[src/rtl/pnf_pkg.sv]
package pnf_pkg;
  typedef enum logic [1:0] {
    GK_NAND_NOR = 2'd0,
    GK_OR_XOR   = 2'd1,
    GK_XOR_ANDN = 2'd2,
    GK_ZERO     = 2'd3
  } gate_kind_e;

  // dual-behaviour gate, m2 selects the mode 2 behaviour
  function automatic logic gate_eval(gate_kind_e k, logic m2, logic a, logic b);
    logic r;
    unique case (k)
      GK_NAND_NOR: r = m2 ? ~(a | b) : ~(a & b);
      GK_OR_XOR:   r = m2 ? (a ^ b) : (a | b);
      GK_XOR_ANDN: r = m2 ? (~a & b) : (a ^ b);
      default:     r = 1'b0;
    endcase
    return r;
  endfunction
endpackage

[src/rtl/pnf_sequencer.sv]
module pnf_sequencer #(
  parameter int NUM_IN    = 3,
  parameter int NUM_GATES = 6,
  localparam int GCNT_W   = $clog2(NUM_GATES + 1)
) (
  input  logic              clk_i,
  input  logic              rst_ni,
  input  logic              start_i,
  output logic              busy_o,
  output logic [NUM_IN-1:0] combo_o,
  output logic              mode2_o,
  output logic [GCNT_W-1:0] gate_o,
  output logic              gate_fire_o,
  output logic              cmp_fire_o,
  output logic              last_cmp_o,
  output logic              start_acc_o
);
  localparam logic [GCNT_W-1:0] CMP_SLOT = GCNT_W'(NUM_GATES);

  logic              busy_q, mode2_q;
  logic [NUM_IN-1:0] combo_q;
  logic [GCNT_W-1:0] gate_q;

  assign start_acc_o = start_i && !busy_q;
  assign gate_fire_o = busy_q && (gate_q != CMP_SLOT);
  assign cmp_fire_o  = busy_q && (gate_q == CMP_SLOT);
  assign last_cmp_o  = cmp_fire_o && mode2_q && (combo_q == '1);

  always_ff @(posedge clk_i) begin
    if (!rst_ni) begin
      busy_q  <= 1'b0;
      mode2_q <= 1'b0;
      combo_q <= '0;
      gate_q  <= '0;
    end else if (start_acc_o) begin
      busy_q  <= 1'b1;
      mode2_q <= 1'b0;
      combo_q <= '0;
      gate_q  <= '0;
    end else if (busy_q) begin
      if (cmp_fire_o) begin
        gate_q <= '0;
        if (mode2_q) begin
          mode2_q <= 1'b0;
          combo_q <= combo_q + 1'b1;
          if (last_cmp_o) busy_q <= 1'b0;
        end else begin
          mode2_q <= 1'b1;
        end
      end else begin
        gate_q <= gate_q + 1'b1;
      end
    end
  end

  assign busy_o  = busy_q;
  assign combo_o = combo_q;
  assign mode2_o = mode2_q;
  assign gate_o  = gate_q;
endmodule

[src/rtl/pnf_value_store.sv]
module pnf_value_store
  import pnf_pkg::*;
#(
  parameter int NUM_IN    = 3,
  parameter int NUM_GATES = 6,
  parameter int NUM_OUT   = 2,
  localparam int GCNT_W   = $clog2(NUM_GATES + 1),
  localparam int GIDX_W   = (NUM_GATES > 1) ? $clog2(NUM_GATES) : 1,
  localparam int SRC_W    = $clog2(NUM_IN + NUM_GATES)
) (
  input  logic               clk_i,
  input  logic               rst_ni,
  input  logic               load_en_i,
  input  logic [GIDX_W-1:0]  load_idx_i,
  input  logic [1:0]         load_kind_i,
  input  logic [SRC_W-1:0]   load_src_a_i,
  input  logic [SRC_W-1:0]   load_src_b_i,
  input  logic               gate_fire_i,
  input  logic [GCNT_W-1:0]  gate_i,
  input  logic [NUM_IN-1:0]  combo_i,
  input  logic               mode2_i,
  output logic [NUM_OUT-1:0] out_vec_o
);
  gate_kind_e             kind_q  [NUM_GATES];
  logic [SRC_W-1:0]       src_a_q [NUM_GATES];
  logic [SRC_W-1:0]       src_b_q [NUM_GATES];
  logic [NUM_GATES-1:0]   val_q;

  // inputs, then earlier gates; anything not yet computed reads 0
  function automatic logic read_src(input logic [SRC_W-1:0] idx,
                                    input logic [NUM_IN-1:0] inp,
                                    input logic [NUM_GATES-1:0] vals,
                                    input logic [GCNT_W-1:0] cur);
    int unsigned i;
    i = idx;
    if (i < NUM_IN) return inp[i];
    if ((i - NUM_IN) < cur) return vals[i - NUM_IN];
    return 1'b0;
  endfunction

  logic op_a, op_b, gate_res;

  always_comb begin
    op_a     = 1'b0;
    op_b     = 1'b0;
    gate_res = 1'b0;
    if (gate_fire_i) begin
      op_a     = read_src(src_a_q[gate_i], combo_i, val_q, gate_i);
      op_b     = read_src(src_b_q[gate_i], combo_i, val_q, gate_i);
      gate_res = gate_eval(kind_q[gate_i], mode2_i, op_a, op_b);
    end
  end

  // netlist load port
  always_ff @(posedge clk_i) begin
    if (!rst_ni) begin
      for (int g = 0; g < NUM_GATES; g++) begin
        kind_q[g]  <= GK_NAND_NOR;
        src_a_q[g] <= '0;
        src_b_q[g] <= '0;
      end
    end else if (load_en_i) begin
      kind_q[load_idx_i]  <= gate_kind_e'(load_kind_i);
      src_a_q[load_idx_i] <= load_src_a_i;
      src_b_q[load_idx_i] <= load_src_b_i;
    end
  end

  always_ff @(posedge clk_i) begin
    if (!rst_ni) val_q <= '0;
    else if (gate_fire_i) val_q[gate_i] <= gate_res;
  end

  // outputs are the topmost gates
  generate
    for (genvar o = 0; o < NUM_OUT; o++) begin : g_out
      assign out_vec_o[o] = val_q[NUM_GATES - NUM_OUT + o];
    end
  endgenerate
endmodule

[src/rtl/pnf_scorer.sv]
module pnf_scorer #(
  parameter int NUM_IN  = 3,
  parameter int NUM_OUT = 2,
  localparam int TT_W   = (1 << NUM_IN) * NUM_OUT,
  localparam int FIT_W  = NUM_IN + 1
) (
  input  logic               clk_i,
  input  logic               rst_ni,
  input  logic               start_acc_i,
  input  logic               cmp_fire_i,
  input  logic               mode2_i,
  input  logic               last_cmp_i,
  input  logic [NUM_IN-1:0]  combo_i,
  input  logic [NUM_OUT-1:0] out_vec_i,
  input  logic [TT_W-1:0]    tgt_m1_i,
  input  logic [TT_W-1:0]    tgt_m2_i,
  output logic [FIT_W-1:0]   fitness_o,
  output logic               done_o,
  output logic               point_o
);
  logic [NUM_OUT-1:0] expect_vec;
  logic               match, m1_ok_q;

  always_comb begin
    if (mode2_i) expect_vec = tgt_m2_i[int'(combo_i) * NUM_OUT +: NUM_OUT];
    else         expect_vec = tgt_m1_i[int'(combo_i) * NUM_OUT +: NUM_OUT];
  end

  assign match   = (out_vec_i == expect_vec);
  assign point_o = cmp_fire_i && mode2_i && m1_ok_q && match;

  always_ff @(posedge clk_i) begin
    if (!rst_ni) begin
      fitness_o <= '0;
      done_o    <= 1'b0;
      m1_ok_q   <= 1'b0;
    end else begin
      done_o <= last_cmp_i;
      if (start_acc_i) begin
        fitness_o <= '0;
        m1_ok_q   <= 1'b0;
      end else begin
        if (cmp_fire_i && !mode2_i) m1_ok_q <= match;
        if (point_o) fitness_o <= fitness_o + 1'b1;
      end
    end
  end
endmodule

[src/rtl/poly_fitness_eval.sv]
module poly_fitness_eval #(
  parameter int NUM_IN    = 3,
  parameter int NUM_GATES = 6,
  parameter int NUM_OUT   = 2,
  localparam int GCNT_W   = $clog2(NUM_GATES + 1),
  localparam int GIDX_W   = (NUM_GATES > 1) ? $clog2(NUM_GATES) : 1,
  localparam int SRC_W    = $clog2(NUM_IN + NUM_GATES),
  localparam int TT_W     = (1 << NUM_IN) * NUM_OUT,
  localparam int FIT_W    = NUM_IN + 1
) (
  input  logic              clk_i,
  input  logic              rst_ni,
  input  logic              start_i,
  input  logic              load_en_i,
  input  logic [GIDX_W-1:0] load_idx_i,
  input  logic [1:0]        load_kind_i,
  input  logic [SRC_W-1:0]  load_src_a_i,
  input  logic [SRC_W-1:0]  load_src_b_i,
  input  logic [TT_W-1:0]   tgt_m1_i,
  input  logic [TT_W-1:0]   tgt_m2_i,
  output logic [FIT_W-1:0]  fitness_o,
  output logic              done_o
);
  logic               busy, mode2, gate_fire, cmp_fire, last_cmp, start_acc, point;
  logic [NUM_IN-1:0]  combo;
  logic [GCNT_W-1:0]  gate_idx;
  logic [NUM_OUT-1:0] out_vec;

  pnf_sequencer #(.NUM_IN(NUM_IN), .NUM_GATES(NUM_GATES)) u_seq (
    .clk_i(clk_i), .rst_ni(rst_ni), .start_i(start_i),
    .busy_o(busy), .combo_o(combo), .mode2_o(mode2), .gate_o(gate_idx),
    .gate_fire_o(gate_fire), .cmp_fire_o(cmp_fire), .last_cmp_o(last_cmp),
    .start_acc_o(start_acc)
  );

  pnf_value_store #(.NUM_IN(NUM_IN), .NUM_GATES(NUM_GATES), .NUM_OUT(NUM_OUT)) u_vals (
    .clk_i(clk_i), .rst_ni(rst_ni),
    .load_en_i(load_en_i), .load_idx_i(load_idx_i), .load_kind_i(load_kind_i),
    .load_src_a_i(load_src_a_i), .load_src_b_i(load_src_b_i),
    .gate_fire_i(gate_fire), .gate_i(gate_idx), .combo_i(combo), .mode2_i(mode2),
    .out_vec_o(out_vec)
  );

  pnf_scorer #(.NUM_IN(NUM_IN), .NUM_OUT(NUM_OUT)) u_score (
    .clk_i(clk_i), .rst_ni(rst_ni), .start_acc_i(start_acc),
    .cmp_fire_i(cmp_fire), .mode2_i(mode2), .last_cmp_i(last_cmp),
    .combo_i(combo), .out_vec_i(out_vec),
    .tgt_m1_i(tgt_m1_i), .tgt_m2_i(tgt_m2_i),
    .fitness_o(fitness_o), .done_o(done_o), .point_o(point)
  );
endmodule

[config.mk]
export PLATFORM = sky130hd
export DESIGN_NAME = poly_fitness_eval
export DESIGN_NICKNAME = d
export VERILOG_FILES = /design/src/rtl/pnf_pkg.sv /design/src/rtl/pnf_sequencer.sv /design/src/rtl/pnf_value_store.sv /design/src/rtl/pnf_scorer.sv /design/src/rtl/poly_fitness_eval.sv
export SDC_FILE = /design/constraint.sdc
export NUM_CORES = 1
export LEC_CHECK = 0
export BUFFER_PORTS_ARGS = -buffer_cell sky130_fd_sc_hd__buf_4
export CAP_MARGIN = 40
export CELL_PAD_IN_SITES_DETAIL_PLACEMENT = 1
export CELL_PAD_IN_SITES_GLOBAL_PLACEMENT = 2
export CORE_MARGIN = 2
export CORE_UTILIZATION = 36
export CTS_CLUSTER_DIAMETER = 150
export DETAILED_ROUTE_END_ITERATION = 10
export HOLD_SLACK_MARGIN = 0.06
export PLACE_DENSITY = 0.76
export SLEW_MARGIN = 10
export SYNTH_ARGS = -nofsm -noshare
export SYNTH_HDL_FRONTEND = slang
export SYNTH_SLANG_ARGS = --single-unit
[constraint.sdc]
create_clock -name clk_i -period 3.8 [get_ports clk_i]
set_input_delay 0.38 -clock clk_i [delete_from_list [all_inputs] [get_ports clk_i]]
set_output_delay 0.38 -clock clk_i [all_outputs]
set_load 0.05 [all_outputs]
=== Yosys cells after proc, flatten, opt, wreduce, memory -nomap -nowiden ===
Memories as Yosys holds them, arrays and structs flattened. A register that Yosys moved wholly into a read port is not among the register bits.
Index checks and enable logic that the tools add are counted.

* Add/subtract/negate cells: 5
* $mul: 0
* Div/mod/pow operators: 0
* Order comparisons: 10
* Equality and inequality tests: 6
* Shifts and indexed selects: 2
* Multiplexer cells: 63
* Bitwise logic cells: 8
* Reductions and logical operators: 18

{| class="wikitable"
|+ Operators with widths
! cell !! count
|-
| less-than comparator 32 x 3 -> 1 bit || 2
|-
| less-than comparator 32 x 4 -> 1 bit (second input constant) || 2
|-
| two-way mux 1 bit || 42
|-
| indexed part select 16 x 5 -> 2 bit || 2
|-
| two-way mux 3 bit || 10
|-
| subtractor 4 x 2 -> 5 bit (second input constant) || 2
|-
| logical AND 1 bit || 9
|-
| less-than comparator 4 x 2 -> 1 bit (second input constant) || 2
|-
| less-than comparator 4 x 3 -> 1 bit (second input constant) || 2
|-
| two-way mux 4 bit || 2
|-
| OR reduction 4 bit || 2
|-
| adder 3 x 1 -> 3 bit (second input constant) || 2
|-
| binary-select mux 1 bit (select 3 bit) || 2
|-
| bitwise mux 6 bit || 1
|-
| equality test 3 bit (second input constant) || 2
|-
| adder 4 x 1 -> 4 bit (second input constant) || 1
|-
| binary-select mux 1 bit (select 2 bit) || 2
|-
| less-than comparator 3 x 4 -> 1 bit (second input constant) || 1
|-
| two-way mux 2 bit || 2
|-
| NOT 1 bit || 4
|-
| OR reduction 2 bit || 2
|-
| demux 1 bit (select 3 bit) || 1
|-
| greater-or-equal comparator 3 x 1 -> 1 bit (second input constant) || 1
|-
| inequality test 3 bit (second input constant) || 1
|-
| 11 further kinds || 13
|}

* Register bits: 20
* Latch bits: 0
* Memory bits (writable): 60
* ROM bits: 0
* Input bits: 49
* Output and inout port bits: 5
* Logic and storage cells: 123
* Memories: 3

{| class="wikitable"
|+ Memories
! name !! words !! width !! rd ports !! clocked after Yosys merged registers in !! write ports !! RTL line !! RTL
|-
| u_vals.src_a_q || 6 || 4 || 1 || 1 || 6 || pnf_value_store.sv:25 || <nowiki>logic [SRC_W-1:0] src_a_q [NUM_GATES];</nowiki>
|-
| u_vals.src_b_q || 6 || 4 || 1 || 1 || 6 || pnf_value_store.sv:26 || <nowiki>logic [SRC_W-1:0] src_b_q [NUM_GATES];</nowiki>
|-
| u_vals.kind_q || 6 || 2 || 1 || 1 || 6 || pnf_value_store.sv:24 || <nowiki>gate_kind_e kind_q [NUM_GATES];</nowiki>
|}

=== Longest topological paths before layout ===
Gate-level depths: netlist (run 1).

* Depth in word-level cells: 14
* Gate-level depth with buffers: 19
* Gate-level depth less buffers: 16

=== By module ===
A second synthesis (run 1) with hierarchy kept.

* Cell total of the unflattened synthesis: 440
* Area, all modules: 5372.7 µm²

{| class="wikitable"
|+ By module, submodules not included
! module !! instances !! cells each !! area each (µm²) !! seq. area each (µm²)
|-
| pnf_value_store || 1 || 336 || 4335.4 || 2522.4
|-
| pnf_scorer || 1 || 61 || 634.4 || 120.1
|-
| pnf_sequencer || 1 || 43 || 402.9 || 160.2
|}

=== Worst setup path after synthesis (run 1) ===
OpenSTA, ideal clock, no wires.

* Path kind: register -> register
* Start point: register with a tool-made name
* End point: register u_vals.val_q[3]
* Setup time: 70 ps
* Arrival: 3810 ps
* Required time: 3730 ps
* Setup slack: -80 ps
* Cell stages (with the launch flop): 18
* Buffers on the path: 1
* Period minus slack after synthesis: 3880 ps
* Cell sequence: dfxtp_1 buf_6 mux4_1 mux2i_1 inv_1 ha_1 ha_1 a21boi_0 o21ai_0 nand2_1 o41a_1 ha_1 nor2b_1 a211oi_1 a21oi_1 a221oi_1 nor3_1 a21oi_1

{| class="wikitable"
|+ RTL lines
! item !! RTL line !! RTL
|-
| to (signal, indexed assignment) || pnf_value_store.sv:71 || <nowiki>else if (gate_fire_i) val_q[gate_i] <= gate_res;</nowiki>
|-
| to (decl) || pnf_value_store.sv:27 || <nowiki>logic [NUM_GATES-1:0] val_q;</nowiki>
|}

==> results of run 1 <==
## sequential cells by signal, summed over array words and instances, names as in the netlist, named ones only
| name | cells |
|---|---|
| u_vals.src_a_q | 32 |
| u_vals.src_b_q | 32 |
| u_vals.kind_q | 16 |
| u_vals.val_q | 6 |
| u_score.fitness_o | 4 |
| u_seq.combo_o | 3 |
| u_seq.gate_o | 3 |
| u_score.done_o | 1 |
| u_score.m1_ok_q | 1 |
| u_seq.busy_o | 1 |
| u_seq.mode2_o | 1 |
## repair_timing
action | 4_1_cts | 5_1_grt
setup buffers | 8 | 2
pin swaps | 8 | 4
hold buffers | 0 | 0
resized for setup | 21 | 12
setup endpoints to repair | 6 | 6
## kinds of logic after synthesis
family | synth area share, %
multiplexers | 19.4
AO/OA/AOI/OAI | 6.50
XOR/XNOR | 1.31
flip-flops | 53.5
buffers and inverters | 3.67
AND/OR/NAND/NOR | 12.3
adder cells (fa/ha/maj) | 3.27
## cells in the mapped netlist, types with 6 or more instances
cell type	count	area, um^2
nand3_1	9	45.0
inv_1	21	78.8
nand2_1	35	131
a21oi_1	18	90.1
buf_4	6	45.0
ha_1	14	175
clkbuf_1	11	41.3
mux2i_1	33	330
dfxtp_1	23	460
nor2_1	72	270
nor3_1	9	45.0
edfxtp_1	80	2400
o21ai_0	17	85.1
mux4_1	8	210
mux4_2	18	405
## stage by stage
stage / cells / power (mW) / setup TNS, ns
after floorplan: 437 / 1.49 / 0
after global placement: 683 / 1.62 / -0.352
after detailed placement: 683 / 1.63 / -2.13
after CTS: 706 / 2.78 / 0
after global routing: 707 / 2.87 / -0.812
final: 707 / 2.77 / 0
## layout make-up
cell class	instances	area share [%]
Multi-Input combinational cell	291	36.2
Timing Repair Buffer	93	10.8
Clock buffer	10	3.43
Inverter	21	1.18
Clock inverter	5	1.93
Tap cell	184	3.45
Sequential cell	103	43.0
## path summary, 6_finish.rpt
check | startpoint | end | slack, ns | cells after the start
max reg2reg | flop | u_vals.val_q[3] | 0.01 | 16
max | flop | u_vals.val_q[3] | 0.01 | 16
min | start_i | u_seq.busy_o | 0.27 | 2
min reg2reg | u_score.fitness_o[3] | u_score.fitness_o[3] | 0.48 | 2
## power groups by stage
stage / logic, mW / clock network, mW / registers [mW]
final: 0.370 / 1.12 / 1.29
after global routing: 0.404 / 1.18 / 1.29
after CTS: 0.354 / 1.14 / 1.29
after detailed placement: 0.318 / 0 / 1.31
after global placement: 0.308 / 0 / 1.31
after floorplan: 0.197 / 0 / 1.30
## per-layer routing
layer  wire, um  up-vias
li1           -     1773
met2       7790       95
met4        398        0
met1       6010     1889
met3        574       27
met5          0        -
==> flow_summary.toml, run 1 <==
[floorplan]
boundaryPins = 54
dieWidth_um = 126
core-area_um2 = 14500
rows = 44
dieArea_um2 = 15900
start_util_pct = 36.8
die_height_um = 126

[finish]
syn2layout_area_growth_pct = 24.6
final_common_cell = "buf_4"
drive_above_1_share_pct = 30.4
fill_cells = 1521
final_core_util_pct = 45.9
design_area_um2 = 6670
nNetsFinal = 582
seqCellArea_um2 = 2870
final_cell_mix = "buf_4 (90), edfxtp_1 (80), nor2_1 (72)"
multi_input_area_um2 = 2420
antennaDiodeCount = 0

[clock_tree]
cts_inserted_buffers = 9
cts.sink_count = 103
cts.htree.levels = 3
clock_path_buffers = 2
clk_latency_ns = 0.35
clk_pin_slew_ns = 0.07
cts_tree = "done"
root_buffer = "clkbuf_16"

[sta]
setup_viol = 0
grt_setup_unrepaired = "true"
slew_viol_final = 0
final_hold_viol_count = 0
worst_slack_ns = 0.0129
finalHoldWorstSlack_ns = 0.267
fin_skew_ns = 0.00422
layout_min_cycle_time_ns = 3.79
relSlewSlack_pct = 53.3
tightest_slew_ns = 0.699
fmax_ghz = 0.264
finalCritPeriodShare_pct = 99.7

[worst_setup_path]
cp_top_family = "compound AO/OA/AOI/OAI gates"
cp_slowest_cell = "mux4_2"
startpoint_type = "flop"
cp.arrival_ns = 4.07
crit_type = "reg -> reg"
worstPathRequired_ns = 4.08
cpMostUsedCell = "ha_4"
crit_fanout = 6
slowest_delay_ns = 0.50
critPathCaptureType = "flop"
crit_path_cell_trace = "buf_4 -> mux4_2 -> mux2_4 -> ha_4 -> ha_4 -> a21boi_1 -> o21ai_1 -> nand2_1 -> o41a_1 -> ha_2 -> nor2b_4 -> a211oi_4 -> a21oi_2 -> a221oi_2 -> nor3_2 -> a21oi_1"
path_buf_inv = 1

[power_and_ir_drop]
p_sw_share_pct = 22.3
p_seq_share_pct = 46.4
clockPowerShare_pct = 40.3
p_leak_nw = 2.41
p_switching_mw = 0.619
p_comb_share_pct = 13.3
pwr_density_cell_nw_per_um2 = 416
internal_power_mw = 2.16
peakVddDrop_uv = 193

[yosys]
yosysUniqueCellTypes = 45
synth_nets = 500
synth-seq-area-share_pct = 53.5
synth_cells = 437
ys_warn_count = 0
synth.avg_cell_area_um2 = 12.2
synth-edff-count = 80
ys_seq_elements = 103
synthesis.area_um2 = 5350
postSynth.asyncResetShare_pct = 0
synth-main-ff-cell = "edfxtp_1"

[job]
max_cap_viol_count = 0

[drt]
first_pass_iters = 4
ant_nets = 0
wl_mm = 14.8
avgViaCountPerCell = 5.35
drc = 0
detailedRoute.firstIterationViolations = 185
dr_total_vias = 3784
wire_per_inst_um = 20.9

[placed_design]
place_congestion = 0.818
place.detailed.hpwl_mm = 10.4
pre_cts_slack_ns = -0.368
dpl-instance-area_um2 = 6120
io_buffers = 53

[global_routing]
grtUsageMet1_pct = 22.5
grt_use_met3_pct = 3.53
gr-usage-met2_pct = 34.9
grt_usage_pct = 19.3
antenna_found_initial = 0
overflow = 0
grt_pass1_vias = 4183
grt_pass1_wl_mm = 23.2
grt_max_degree = 20
top_usage_layer = "met2"

[run_status]
status = "finished, final reports clean"

[worst_hold_path]
worstHoldPathType = "in -> reg"
Power figures use the tool's default switching activity.
==> run 2, diff against run 1 <==
Settings changed: SETUP_SLACK_MARGIN set to 0.5.
==> run 2 against run 1 <==
Effect of this change:
- combinational power shrank 2%
- clock skew grew 0.0063 ns
- power shrank 10%
- core utilization shrank 0.58 points
- critical path depth grew 1
- register-to-register slack is essentially flat
- first-iteration DRC count grew 14%
- clock power shrank 25%
- sequential power is essentially flat
- critical path type unchanged
==> flow_summary.toml, run 2 (synthesis results as in run 1) <==
[global_routing]
grt_pass1_wl_mm = 22.6
grt_pass1_vias = 3969
antenna_found_initial = 0
overflow = 0
grt_usage_pct = 18.8
grt_max_degree = 21

[worst_setup_path]
worstPathRequired_ns = 4.08
startpoint_type = "flop"
cp_slowest_cell = "mux4_2"
cp_num_cells = 17
critPathCaptureType = "flop"
crit_path_cell_trace = "buf_12 -> mux4_2 -> mux2i_4 -> inv_2 -> ha_4 -> mux2i_1 -> mux2_4 -> buf_4 -> a311oi_2 -> a32oi_1 -> ha_2 -> nor2b_4 -> a211oi_2 -> a21oi_2 -> a221oi_2 -> nor3_2 -> a21oi_1"
reg2reg_slack_ns = 0.03
path_buf_inv = 3
r2r_end = "u_vals.val_q[0]"
cp_top_family = "compound AO/OA/AOI/OAI gates"
slowest_delay_ns = 0.53
crit_type = "reg -> reg"
rr_worst_depth = 17
cp.arrival_ns = 4.06
crit_fanout = 7

[worst_hold_path]
min-delay-start = "start_i"
hold_depth = 2
worstHoldPathType = "in -> reg"
hold_end = "u_seq.busy_o"

[power_and_ir_drop]
pwr_density_cell_nw_per_um2 = 378
total_power_mw = 2.49
peakVddDrop_uv = 227
p_leak_nw = 2.35

[floorplan]
boundaryPins = 54
dieWidth_um = 126
rows = 44
die_height_um = 126
core-area_um2 = 14500
dieArea_um2 = 15900
start_util_pct = 36.8

[sta]
final_hold_viol_count = 0
relSlewSlack_pct = 52.8
layout_min_cycle_time_ns = 3.77
finalCritPeriodShare_pct = 99.3
tightest_slew_ns = 0.706
fin_skew_ns = 0.0105
slew_viol_final = 0
fmax_ghz = 0.265
grt_setup_unrepaired = "true"
setup_viol = 0
finalHoldWorstSlack_ns = 0.268

[placed_design]
place.detailed.hpwl_mm = 10.4
io_buffers = 53
dp.cells = 677
place_congestion = 0.776

[clock_tree]
cts.htree.levels = 3
clk_pin_slew_ns = 0.07
clk_latency_ns = 0.35
cts_tree = "done"
cts_hold_buf = 0
cts_inserted_buffers = 9
root_buffer = "clkbuf_16"
clock_path_buffers = 2
cts.sink_count = 103

[finish]
fin_cells = 706
drive_above_1_share_pct = 30.3
seqCellArea_um2 = 2870
multi_input_area_um2 = 2420
final_common_cell = "buf_4"
top_regs = "u_vals.src_a_q (32), u_vals.src_b_q (32), u_vals.kind_q (16)"
fill_cells = 1524
final_cell_mix = "buf_4 (87), edfxtp_1 (80), nor2_1 (72)"
final_core_util_pct = 45.3
syn2layout_area_growth_pct = 23.1
nNetsFinal = 580

[run_status]
status = "finished, final reports clean"

[drt]
first_pass_iters = 5
ant_nets = 0
wl_mm = 14.4
dr_total_vias = 3791
wire_per_inst_um = 20.4
detailedRoute.firstIterationViolations = 210
avgViaCountPerCell = 5.37
drc = 0

[job]
max_cap_viol_count = 0
==> run 2: what timing repair did <==
item                                    in CTS  in global routing
endpoints found under the setup margin       6                  6
setup buffers                                9                  4
resized for setup                           14                  3
cloned                                       0                  0
pin swaps                                    9                  4
hold endpoints to repair                     0                  0
==> run 2: how the worst max path moves through the flow <==
| stage | start | end |
|---|---|---|
| final | flop | u_vals.val_q[0] |
| after global routing | flop | u_vals.val_q[2] |
| after CTS | flop | u_vals.val_q[0] |
| after detailed placement | flop | u_vals.val_q[2] |
| after global placement | flop | u_vals.val_q[2] |
| after floorplan | flop | u_vals.val_q[2] |
==> run 2: final cells by class <==
| class | instances | area share (%) |
|---|---|---|
| clock inverter | 6 | 0.589 |
| tap | 184 | 3.50 |
| inverter | 21 | 1.20 |
| antenna | 1 | 0.0380 |
| clock buffer | 9 | 3.42 |
| timing repair buffer | 91 | 11.0 |
| multi-input combinational | 291 | 36.7 |
| sequential | 103 | 43.5 |
==> run 2: where the power goes <==
group,internal (mW),leakage [nW],switching [mW]
sequential,1.26,0.917,0.0234
clock,0.437,0.119,0.399
combinational,0.179,1.31,0.185
total,1.88,2.35,0.608
==> run 2: through the flow <==
| stage | cell area, um^2 | setup TNS [ns] | worst slack [ns] |
|---|---|---|---|
| 2_1_floorplan | 5430 | 0 | 0.268 |
| 3_3_place_gp | 6150 | 0 | 0.132 |
| 3_5_place_dp | 6150 | -0.492 | -0.0904 |
| 4_1_cts | 6540 | 0 | 0.161 |
| 5_1_grt | 6580 | -0.716 | -0.129 |
| 6_report | 6590 | 0 | 0.0252 |
==> run 2: metal layers <==
layer	global-route usage, %	part of all wire (%)	vias to the layer above
met5	0	0	-
met4	4.20	1.1	0
met3	3.57	4.2	12
met2	34.1	52	88
met1	23.4	43	1918
li1	-	-	1773
